## src/rtl/entry_pkg.sv

```systemverilog
// Shared constants and the seven-segment glyph function for the code entry panel.
// Assumes decimal digits only; codes above 9 yield a blank glyph.
package entry_pkg;
    localparam int SEG_W = 7;

    // Active-high glyph {g,f,e,d,c,b,a} for one decimal digit.
    function automatic logic [SEG_W-1:0] glyph(input logic [3:0] d);
        logic [SEG_W-1:0] g;
        case (d)
            4'd0: g = 7'h3F;
            4'd1: g = 7'h06;
            4'd2: g = 7'h5B;
            4'd3: g = 7'h4F;
            4'd4: g = 7'h66;
            4'd5: g = 7'h6D;
            4'd6: g = 7'h7D;
            4'd7: g = 7'h07;
            4'd8: g = 7'h7F;
            4'd9: g = 7'h6F;
            default: g = 7'h00;
        endcase
        return g;
    endfunction
endpackage

```

## src/rtl/digit_source_merge.sv

```systemverilog
// Merges the keypad and the slide switches into one digit strobe.
// Keypad codes 0..9 win. Otherwise the lowest-index switch with a rising edge
// supplies the digit. Switch history resets to all-off.
module digit_source_merge #(
    parameter int SW_N = 10
) (
    input  logic            clk,
    input  logic            rst_n,
    input  logic            key_valid,
    input  logic [3:0]      key_code,
    input  logic [SW_N-1:0] sw,
    output logic            dig_valid,
    output logic [3:0]      dig_val
);
    logic [SW_N-1:0] sw_q;
    logic [SW_N-1:0] rise;
    logic            sw_hit;
    logic [3:0]      sw_idx;
    logic            key_ok;

    // Remember last switch levels for edge detection.
    always_ff @(posedge clk) begin
        if (!rst_n) sw_q <= '0;
        else        sw_q <= sw;
    end

    assign rise   = sw & ~sw_q;
    assign key_ok = key_valid && (key_code <= 4'd9);

    // Pick the lowest rising switch index.
    always_comb begin
        sw_hit = 1'b0;
        sw_idx = '0;
        for (int i = SW_N - 1; i >= 0; i--) begin
            if (rise[i]) begin
                sw_hit = 1'b1;
                sw_idx = 4'(i);
            end
        end
    end

    // Keypad precedence over the switches.
    always_comb begin
        dig_valid = key_ok || sw_hit;
        dig_val   = key_ok ? key_code : sw_idx;
    end
endmodule

```

## src/rtl/digit_store.sv

```systemverilog
// Ordered store for up to N decimal digits with a code comparator.
// Digit p sits at nibble [4*(N-1-p) +: 4], the same layout as CODE.
// A wipe wins over a new digit, and a hold blocks entry.
module digit_store #(
    parameter int          N    = 4,
    parameter logic [15:0] CODE = 16'h1234,
    localparam int         CW   = $clog2(N + 1)
) (
    input  logic           clk,
    input  logic           rst_n,
    input  logic           dig_valid,
    input  logic [3:0]     dig_val,
    input  logic           wipe,
    input  logic           hold,
    output logic [CW-1:0]  count,
    output logic [4*N-1:0] digits,
    output logic           match
);
    logic [CW-1:0]  cnt_q;
    logic [4*N-1:0] dig_q;

    // Append digits in order, and empty the store on wipe.
    always_ff @(posedge clk) begin
        if (!rst_n || wipe) begin
            cnt_q <= '0;
            dig_q <= '0;
        end else if (dig_valid && !hold && cnt_q < CW'(N)) begin
            dig_q[4*(N-1-int'(cnt_q)) +: 4] <= dig_val;
            cnt_q <= cnt_q + 1'b1;
        end
    end

    assign count  = cnt_q;
    assign digits = dig_q;
    assign match  = (cnt_q == CW'(N)) && (dig_q == CODE[4*N-1:0]);
endmodule

```

## src/rtl/feedback_ctrl.sv

```systemverilog
// Failed-attempt counter (saturating at 3, shown as a thermometer) and buzzer timer.
// Assumes event inputs are single-cycle pulses; lockout is a level.
module feedback_ctrl #(
    parameter int  BEEP_CYCLES = 5_000_000,
    localparam int BW          = $clog2(BEEP_CYCLES + 1)
) (
    input  logic       clk,
    input  logic       rst_n,
    input  logic       deny_evt,
    input  logic       grant_evt,
    input  logic       timeout_evt,
    input  logic       lockout_active,
    output logic [2:0] led_fail,
    output logic       buzzer
);
    logic          lock_q;
    logic [1:0]    fail_q;
    logic [BW-1:0] beep_q;
    logic          alarm;

    // Lockout level history for edge detection.
    always_ff @(posedge clk) begin
        if (!rst_n) lock_q <= 1'b0;
        else        lock_q <= lockout_active;
    end

    assign alarm = deny_evt || timeout_evt || (lockout_active && !lock_q);

    // Failed-attempt count: clear on grant or on lockout release.
    always_ff @(posedge clk) begin
        if (!rst_n || grant_evt || (!lockout_active && lock_q)) fail_q <= '0;
        else if (deny_evt && fail_q != 2'd3)                   fail_q <= fail_q + 1'b1;
    end

    // Buzzer duration counter, reloaded by each alarm event.
    always_ff @(posedge clk) begin
        if (!rst_n)              beep_q <= '0;
        else if (alarm)          beep_q <= BW'(BEEP_CYCLES);
        else if (beep_q != '0)   beep_q <= beep_q - 1'b1;
    end

    assign buzzer   = (beep_q != '0);
    assign led_fail = {fail_q == 2'd3, fail_q != 2'd0 && fail_q != 2'd1, fail_q != 2'd0};
endmodule

```

## src/rtl/code_entry_panel.sv

```systemverilog
// Top of the code entry panel: digit sources, ordered store, active-low displays,
// status LEDs and buzzer. Controls come from an external sequencing FSM.
// The leftmost display (first digit) drives the top seven bits of seg_n.
module code_entry_panel #(
    parameter int          N           = 4,
    parameter logic [15:0] CODE        = 16'h1234,
    parameter int          SW_N        = 10,
    parameter int          BEEP_CYCLES = 5_000_000
) (
    input  logic                     clk,
    input  logic                     rst_n,
    input  logic                     key_valid,
    input  logic [3:0]               key_code,
    input  logic [SW_N-1:0]          sw,
    input  logic                     clear_req,
    input  logic                     verify_done,
    input  logic                     timeout_evt,
    input  logic                     deny_evt,
    input  logic                     grant_evt,
    input  logic                     lockout_active,
    input  logic                     st_idle,
    input  logic                     st_granted,
    output logic [7*N-1:0]           seg_n,
    output logic [$clog2(N+1)-1:0]   entry_count,
    output logic                     match,
    output logic                     led_idle_lock,
    output logic                     led_grant,
    output logic [2:0]               led_fail,
    output logic                     buzzer
);
    import entry_pkg::*;

    localparam int CW = $clog2(N + 1);

    logic           dig_valid;
    logic [3:0]     dig_val;
    logic [4*N-1:0] digits;
    logic [CW-1:0]  count;

    digit_source_merge #(.SW_N(SW_N)) u_src (
        .clk(clk), .rst_n(rst_n), .key_valid(key_valid), .key_code(key_code),
        .sw(sw), .dig_valid(dig_valid), .dig_val(dig_val)
    );

    digit_store #(.N(N), .CODE(CODE)) u_store (
        .clk(clk), .rst_n(rst_n), .dig_valid(dig_valid), .dig_val(dig_val),
        .wipe(clear_req || verify_done || timeout_evt), .hold(lockout_active),
        .count(count), .digits(digits), .match(match)
    );

    feedback_ctrl #(.BEEP_CYCLES(BEEP_CYCLES)) u_fb (
        .clk(clk), .rst_n(rst_n), .deny_evt(deny_evt), .grant_evt(grant_evt),
        .timeout_evt(timeout_evt), .lockout_active(lockout_active),
        .led_fail(led_fail), .buzzer(buzzer)
    );

    // One active-low decoder per display position; empty positions are blank.
    for (genvar p = 0; p < N; p++) begin : g_disp
        assign seg_n[SEG_W*(N-1-p) +: SEG_W] =
            (count > CW'(p)) ? ~glyph(digits[4*(N-1-p) +: 4]) : {SEG_W{1'b1}};
    end

    assign entry_count   = count;
    assign led_idle_lock = st_idle || lockout_active;
    assign led_grant     = st_granted;
endmodule

```

## config.mk

```make
export PLATFORM = sky130hd
export DESIGN_NAME = code_entry_panel
export DESIGN_NICKNAME = d
export VERILOG_FILES = /design/src/rtl/entry_pkg.sv /design/src/rtl/digit_source_merge.sv /design/src/rtl/digit_store.sv /design/src/rtl/feedback_ctrl.sv /design/src/rtl/code_entry_panel.sv
export SDC_FILE = /design/constraint.sdc
export NUM_CORES = 1
export LEC_CHECK = 0
export BUFFER_PORTS_ARGS = -buffer_cell sky130_fd_sc_hd__clkbuf_2
export CAP_MARGIN = 5
export CORE_MARGIN = 8
export CORE_UTILIZATION = 30
export DETAILED_ROUTE_END_ITERATION = 8
export PLACE_DENSITY = 0.46
export SETUP_SLACK_MARGIN = 0.15
export SLEW_MARGIN = 20
export SYNTH_ARGS = -nofsm -noshare
export SYNTH_HDL_FRONTEND = slang
export SYNTH_SLANG_ARGS = --single-unit
```

## constraint.sdc

```tcl
create_clock -name clk -period 4.2 [get_ports clk]
set_input_delay 0.42 -clock clk [delete_from_list [all_inputs] [get_ports clk]]
set_output_delay 0.42 -clock clk [all_outputs]
set_load 0.1 [all_outputs]
```

==> results of run 1 <==
## power by group
group          switching, mW  internal [mW]
clock                  0.316          0.537
sequential            0.0112          0.803
combinational          0.125         0.0628
total                  0.452           1.40
## logic make-up after synthesis
family                     after synthesis  share of synthesized area
muxes                                    7                     0.0161
adders and majority gates               35                     0.0953
DFF                                     83                      0.362
AOI/OAI and AO/OA                      106                      0.183
and+or+nand+nor                        209                      0.263
buffers and inverters                   48                     0.0468
xor gates and xnor gates                18                     0.0343
## worst paths after layout
check,endpoint,slack [ns],cells past startpoint
worst min register to register,u_fb.beep_q[22],0.49,2
worst min-delay path,u_src.sw_q[2],0.29,2
worst max register to register,flip-flop,0.58,12
worst max-delay path,flip-flop,0.58,12
## worst max-delay path, cell delays in order (launching register included)
cell and delay, ns:
dfxtp_1 0.63, ha_1 0.22, inv_1 0.05, ha_1 0.35, nor4b_4 0.38, nand4b_2 0.24, a41oi_4 0.39, nor2_2 0.10
a211oi_4 0.38, ha_1 0.25, nor2_1 0.05, o311ai_0 0.31, o21ai_0 0.15
## layout make-up
class,count,share of cell area
clock buffer,12,0.0455
clock inverter,4,0.0136
inverter,34,0.0240
multi-input combinational,375,0.503
sequential,83,0.307
tap,188,0.0434
timing repair buffer,66,0.0637
## layer usage
| layer | up-vias | routed length, um |
|---|---|---|
| met5 | - | 0 |
| met4 | 0 | 216 |
| met3 | 15 | 483 |
| met2 | 77 | 5360 |
| met1 | 1731 | 4930 |
| li1 | 1918 | - |
## metrics by stage
stage | power [mW] | setup WS [ns] | instance area [sq um]
after global routing | 1.94 | 0.249 | 5420
after global placement | 1.02 | 0.771 | 5100
after CTS | 1.89 | 0.596 | 5420
final | 1.86 | 0.578 | 5420
after floorplan | 0.976 | 0.197 | 4600
after detailed placement | 1.02 | 0.608 | 5100
## cells in the final DEF (no fill, tap or decap), types with 4 or more instances in the layout
cell type,instances
nand2b_1,10
a21oi_1,21
nor2b_1,9
nand4_1,4
o21ai_1,6
nand3_1,5
ha_1,35
xor2_1,4
dfxtp_1,83
or3_1,6
a211oi_1,6
a31oi_1,7
o21ai_0,8
nor2_1,45
clkbuf_16,9
nor4_1,5
clkbuf_2,60
inv_1,31
o22ai_1,4
xnor2_1,14
nor4_2,4
o31ai_1,6
nor3_1,11
mux2i_1,4
and2_1,11
or4_1,5
nand2_1,56
buf_4,6
==> impl_metrics.env, run 1 <==
export IMPL_worst_slew_pin_slew_ns=0.967
export IMPL_cts_path_max_buffers=2
export IMPL_status="complete, no violations"
export IMPL_hold_buffers=0
export IMPL_power_density_mw_per_mm2=342
export IMPL_crit_type="flip-flop to flip-flop"
export IMPL_grt_use_met3=0.0277
export IMPL_yosysMostFrequentCell="dfxtp_1"
export IMPL_synth_flop_cell="dfxtp_1"
export IMPL_setup_viol=0
export IMPL_core_sq_mm=0.0151
export IMPL_final_util=0.359
export IMPL_clk_pin_slew_ns=0.06
export IMPL_rows=45
export IMPL_synth_nets=566
export IMPL_n_antenna_cell=0
export IMPL_grt_busiest_layer="met2"
export IMPL_wire_per_inst_um=14.4
export IMPL_synth_top_area_frac=0.362
export IMPL_min_period_over_period=0.862
export IMPL_final_hold_violation_count=0
export IMPL_clkSinkCount=83
export IMPL_ys_ff_latch=83
export IMPL_cts_setup_buffers=0
export IMPL_ios=63
export IMPL_drv_slew=0
export IMPL_yosysTopAreaCell="dfxtp_1"
export IMPL_grt_usage=0.116
export IMPL_seq_area_frac_synth=0.362
export IMPL_drive_above_1_share=0.226
export IMPL_cts_root_buffer="clkbuf_16"
export IMPL_vias=3741
export IMPL_die_h_um=140
export IMPL_crit_arrival_ns=3.84
export IMPL_end_kind="flip-flop"
export IMPL_cp_data_required_time_ns=4.41
export IMPL_grt_pass1_vias=3723
export IMPL_synth_area_leaders="dfxtp_1 36%, ha_1 9.5%, nand2_1 4.6%"
export IMPL_avgSynthCellArea_sq_um=9.08
export IMPL_portBuffers=60
export IMPL_slew_limit_headroom=0.355
export IMPL_cts_tree="built"
export IMPL_use_met1=0.138
export IMPL_dieArea_sq_mm=0.0195
export IMPL_yosysWarningCount=0
export IMPL_syn_inst=506
export IMPL_start_util=0.305
export IMPL_p_leak_nw=2.22
export IMPL_firstDrtPassIters=4
export IMPL_critPathMaxFanout=15
export IMPL_placed_cells=746
export IMPL_startpoint="u_store.count[0]"
export IMPL_ff_latch_area_sq_mm=0.00166
export IMPL_antenna_found_initial=0
export IMPL_tns_ns=0
export IMPL_rsz0062_at_grt="false"
export IMPL_grt_overflow=0
export IMPL_fin_crit_ns=3.62
export IMPL_syn_to_final_growth_pct=17.9
export IMPL_ir_worst_vdd_v=0.000167
export IMPL_die_w_um=140
export IMPL_wl_um=11000
export IMPL_syn_area_sq_mm=0.00460
export IMPL_drt_initial_drc_count=150
export IMPL_fin_nets=629
export IMPL_synth_edf_count=0
export IMPL_drc=0
export IMPL_ant_nets=0
export IMPL_ys_types=89
export IMPL_critPathLaunchType="flip-flop"
export IMPL_multi_input_area_sq_mm=0.00273
export IMPL_r2r_start="u_store.count[0]"
export IMPL_ys_top_cells_by_count="83 x dfxtp_1, 56 x nand2_1, 45 x nor2_1"
export IMPL_grt_use_met2=0.195
export IMPL_numCtsBuffers=9
export IMPL_globalplace_congestion=0.804
export IMPL_grt_pass1_wl_um=18500
export IMPL_fin_cells=762
export IMPL_fin_hold_ws_ns=0.285
export IMPL_ys_async_sr_fraction=0
export IMPL_grt_max_degree=22
export IMPL_max_freq_mhz=276
export IMPL_postCtsResizedCells=0
export IMPL_dp_hpwl_um=8600
export IMPL_min_path_type="primary input to flip-flop"
export IMPL_via_per_inst=4.91
export IMPL_clock_skew_ns=0.00723
export IMPL_htree_levels=3
export IMPL_clk_latency_ns=0.35
export IMPL_nFillCells=1567
export IMPL_cap_violations=0
export IMPL_hold_start="sw[2]"
No activity file was read; power rests on OpenSTA's default activity.
==> inputs of run 2 (changes only) <==
ABC_AREA = 1   (was default)
CORE_MARGIN = 4   (was 8)
==> run 2 against run 1 <==
Compared with the run above:
- sequential share of layout area up 0.38 points
- routed wire length down 2.0%
- hold slack lost 0.012 ns
- critical path depth grew 4
- power shrank 3.2%
- clock skew about the same
- core utilization grew 0.37 points
- synthesized cell count rose by 31%
- count of clock-buffer cells in the layout is 3 higher
- register-to-register slack better by 0.28 ns
- setup slack improved by 0.28 ns
- largest cell class unchanged
==> impl_metrics.env, run 2 <==
export IMPL_min_path_cells=3
export IMPL_numCtsBuffers=9
export IMPL_min_period_over_period=0.797
export IMPL_avgSynthCellArea_sq_um=6.89
export IMPL_slew_limit_headroom=0.571
export IMPL_wl_um=10800
export IMPL_rr_worst_depth=16
export IMPL_place_ws_ns=0.886
export IMPL_synth_edf_count=0
export IMPL_htree_levels=3
export IMPL_syn_area_sq_mm=0.00457
export IMPL_drc=0
export IMPL_syn_to_final_growth_pct=17.1
export IMPL_clk_pin_slew_ns=0.06
export IMPL_end_kind="flip-flop"
export IMPL_layout_setup_ws_ns=0.854
export IMPL_grt_max_degree=17
export IMPL_synth_flop_cell="dfxtp_1"
export IMPL_grt_pass1_wl_um=18600
export IMPL_p_leak_nw=2.79
export IMPL_final_hold_violation_count=0
export IMPL_min_path_type="primary input to flip-flop"
export IMPL_cts_path_max_buffers=2
export IMPL_drv_slew=0
export IMPL_core_sq_mm=0.0148
export IMPL_tns_ns=0
export IMPL_synth_nets=723
export IMPL_antenna_found_initial=0
export IMPL_grt_pass1_vias=3864
export IMPL_cp_cell_sequence="clkinv_1 > nor3_1 > inv_1 > ha_1 > nor2_1 > nor2_1 > nand2_1 > nor3_2 > nand4_2 > nand2_1 > inv_1 > nor2_1 > inv_2 > ha_1 > o21ai_0 > nand2_1"
export IMPL_drt_initial_drc_count=262
export IMPL_crit_type="flip-flop to flip-flop"
export IMPL_power_density_mw_per_mm2=336
export IMPL_grt_busiest_layer="met2"
export IMPL_critPathLaunchType="flip-flop"
export IMPL_critPathMaxFanout=9
export IMPL_yosysTopAreaCell="dfxtp_1"
export IMPL_max_stage_delay_ns=0.47
export IMPL_vias=4045
export IMPL_status="complete, no violations"
export IMPL_rows=44
export IMPL_seq_area_frac_synth=0.364
export IMPL_fin_nets=787
export IMPL_min_to="u_src.sw_q[4]"
export IMPL_die_w_um=131
export IMPL_via_per_inst=4.42
export IMPL_yosysWarningCount=0
export IMPL_mostFrequentLayoutCell="nand2_1"
export IMPL_worst_slew_pin_slew_ns=0.641
export IMPL_use_met1=0.172
export IMPL_die_h_um=131
export IMPL_final_util=0.363
export IMPL_multi_input_area_sq_mm=0.00245
export IMPL_hold_buffers=0
export IMPL_r2r_start="u_store.count[0]"
export IMPL_hold_start="sw[4]"
export IMPL_portBuffers=60
export IMPL_ff_latch_area_sq_mm=0.00166
export IMPL_final_cell_mix="214 x nand2_1, 94 x inv_1, 83 x dfxtp_1"
export IMPL_fin_crit_ns=3.35
export IMPL_crit_slowest_cell="dfxtp_1"
export IMPL_fin_cells=916
export IMPL_yosysMostFrequentCell="nand2_1"
export IMPL_start_util=0.310
export IMPL_cap_violations=0
export IMPL_synth_top_area_frac=0.364
export IMPL_crit_buf_inv=4
export IMPL_clock_skew_ns=0.00761
export IMPL_wire_per_inst_um=11.8
export IMPL_n_antenna_cell=0
export IMPL_postCtsResizedCells=0
export IMPL_grt_overflow=0
export IMPL_syn_inst=663
export IMPL_rsz0062_at_grt="false"
export IMPL_ant_nets=0
export IMPL_cp_data_required_time_ns=4.43
export IMPL_ys_ff_latch=83
export IMPL_globalplace_congestion=0.792
export IMPL_clk_latency_ns=0.34
export IMPL_grt_use_met3=0.0447
export IMPL_grt_use_met2=0.203
export IMPL_setup_viol=0
export IMPL_nFillCells=1605
export IMPL_firstDrtPassIters=4
export IMPL_cts_root_buffer="clkbuf_16"
export IMPL_synth_area_leaders="dfxtp_1 36%, nand2_1 18%, ha_1 9.6%"
export IMPL_grt_usage=0.131
export IMPL_r2r_slack_ns=0.85
export IMPL_dieArea_sq_mm=0.0173
export IMPL_ios=63
export IMPL_cts_setup_buffers=0
export IMPL_fin_hold_ws_ns=0.273
export IMPL_ir_worst_vdd_v=0.000216
export IMPL_crit_arrival_ns=3.58
export IMPL_clkSinkCount=83
export IMPL_ys_top_cells_by_count="214 x nand2_1, 94 x inv_1, 83 x dfxtp_1"
export IMPL_dp_hpwl_um=8290
export IMPL_cts_tree="built"
export IMPL_critPathTopFamily="simple AND/OR/NAND/NOR gates"
export IMPL_ys_async_sr_fraction=0
export IMPL_placed_cells=900
export IMPL_cp_depth=16
export IMPL_ys_types=37
export IMPL_max_freq_mhz=299
export IMPL_drive_above_1_share=0.163
-- run 2: cell count changes after synthesis, sizes merged, moves of 13 or more --
cell / before / now
o21ai: 16 / 32
and2: 13 / 0
inv: 34 / 109
nand2: 57 / 216
nor2: 48 / 61
nand3: 8 / 42
-- run 2: cell families after synthesis --
logic type                 Yosys count  synth area share
AOI/OAI and AO/OA                   61            0.0714
xor gates and xnor gates             8            0.0153
and+or+nand+nor                    358             0.351
adders and majority gates           35            0.0958
buffers and inverters              118             0.102
DFF                                 83             0.364
-- run 2: how the worst max path moves through the flow --
stage                 to  slack (ns)             start
2_1_floorplan  flip-flop        0.38  u_store.count[0]
5_1_grt        flip-flop        0.44  u_store.count[0]
6_report       flip-flop        0.85  u_store.count[0]
3_5_place_dp   flip-flop        0.89  u_store.count[0]
3_3_place_gp   flip-flop        1.07  u_store.count[0]
4_1_cts        flip-flop        0.86  u_store.count[0]
-- run 2: metal layers --
metal / share of wire / vias up / wire [um]
met4: 0.0092 / 0 / 99
met2: 0.44 / 66 / 4790
met5: 0 / - / 0
met1: 0.50 / 1793 / 5420
li1: - / 2180 / -
met3: 0.043 / 6 / 460
-- run 2: final cells by class --
type / count / area share
Multi-Input combinational cell: 462 / 0.457
Sequential cell: 83 / 0.310
Inverter: 110 / 0.0772
Timing Repair Buffer: 61 / 0.0575
Clock buffer: 15 / 0.0538
Tap cell: 184 / 0.0430
Clock inverter: 1 / 0.000935
-- run 2: power by group --
group,internal [mW],total (mW),switching [mW]
sequential,0.806,0.817,0.0114
combinational,0.0553,0.206,0.150
clock,0.465,0.773,0.308
total,1.33,1.80,0.470
-- run 2: tightest hold or removal path, cell delays in order --
cell	delay (ns)
clkbuf_2	0.09
nand2_1	0.04
inv_1	0.04
-- run 2: stage by stage --
stage / power, mW / cell area (sq um)
2_1_floorplan: 0.993 / 4580
3_3_place_gp: 1.04 / 5060
3_5_place_dp: 1.04 / 5060
4_1_cts: 1.83 / 5350
5_1_grt: 1.89 / 5350
6_report: 1.80 / 5350
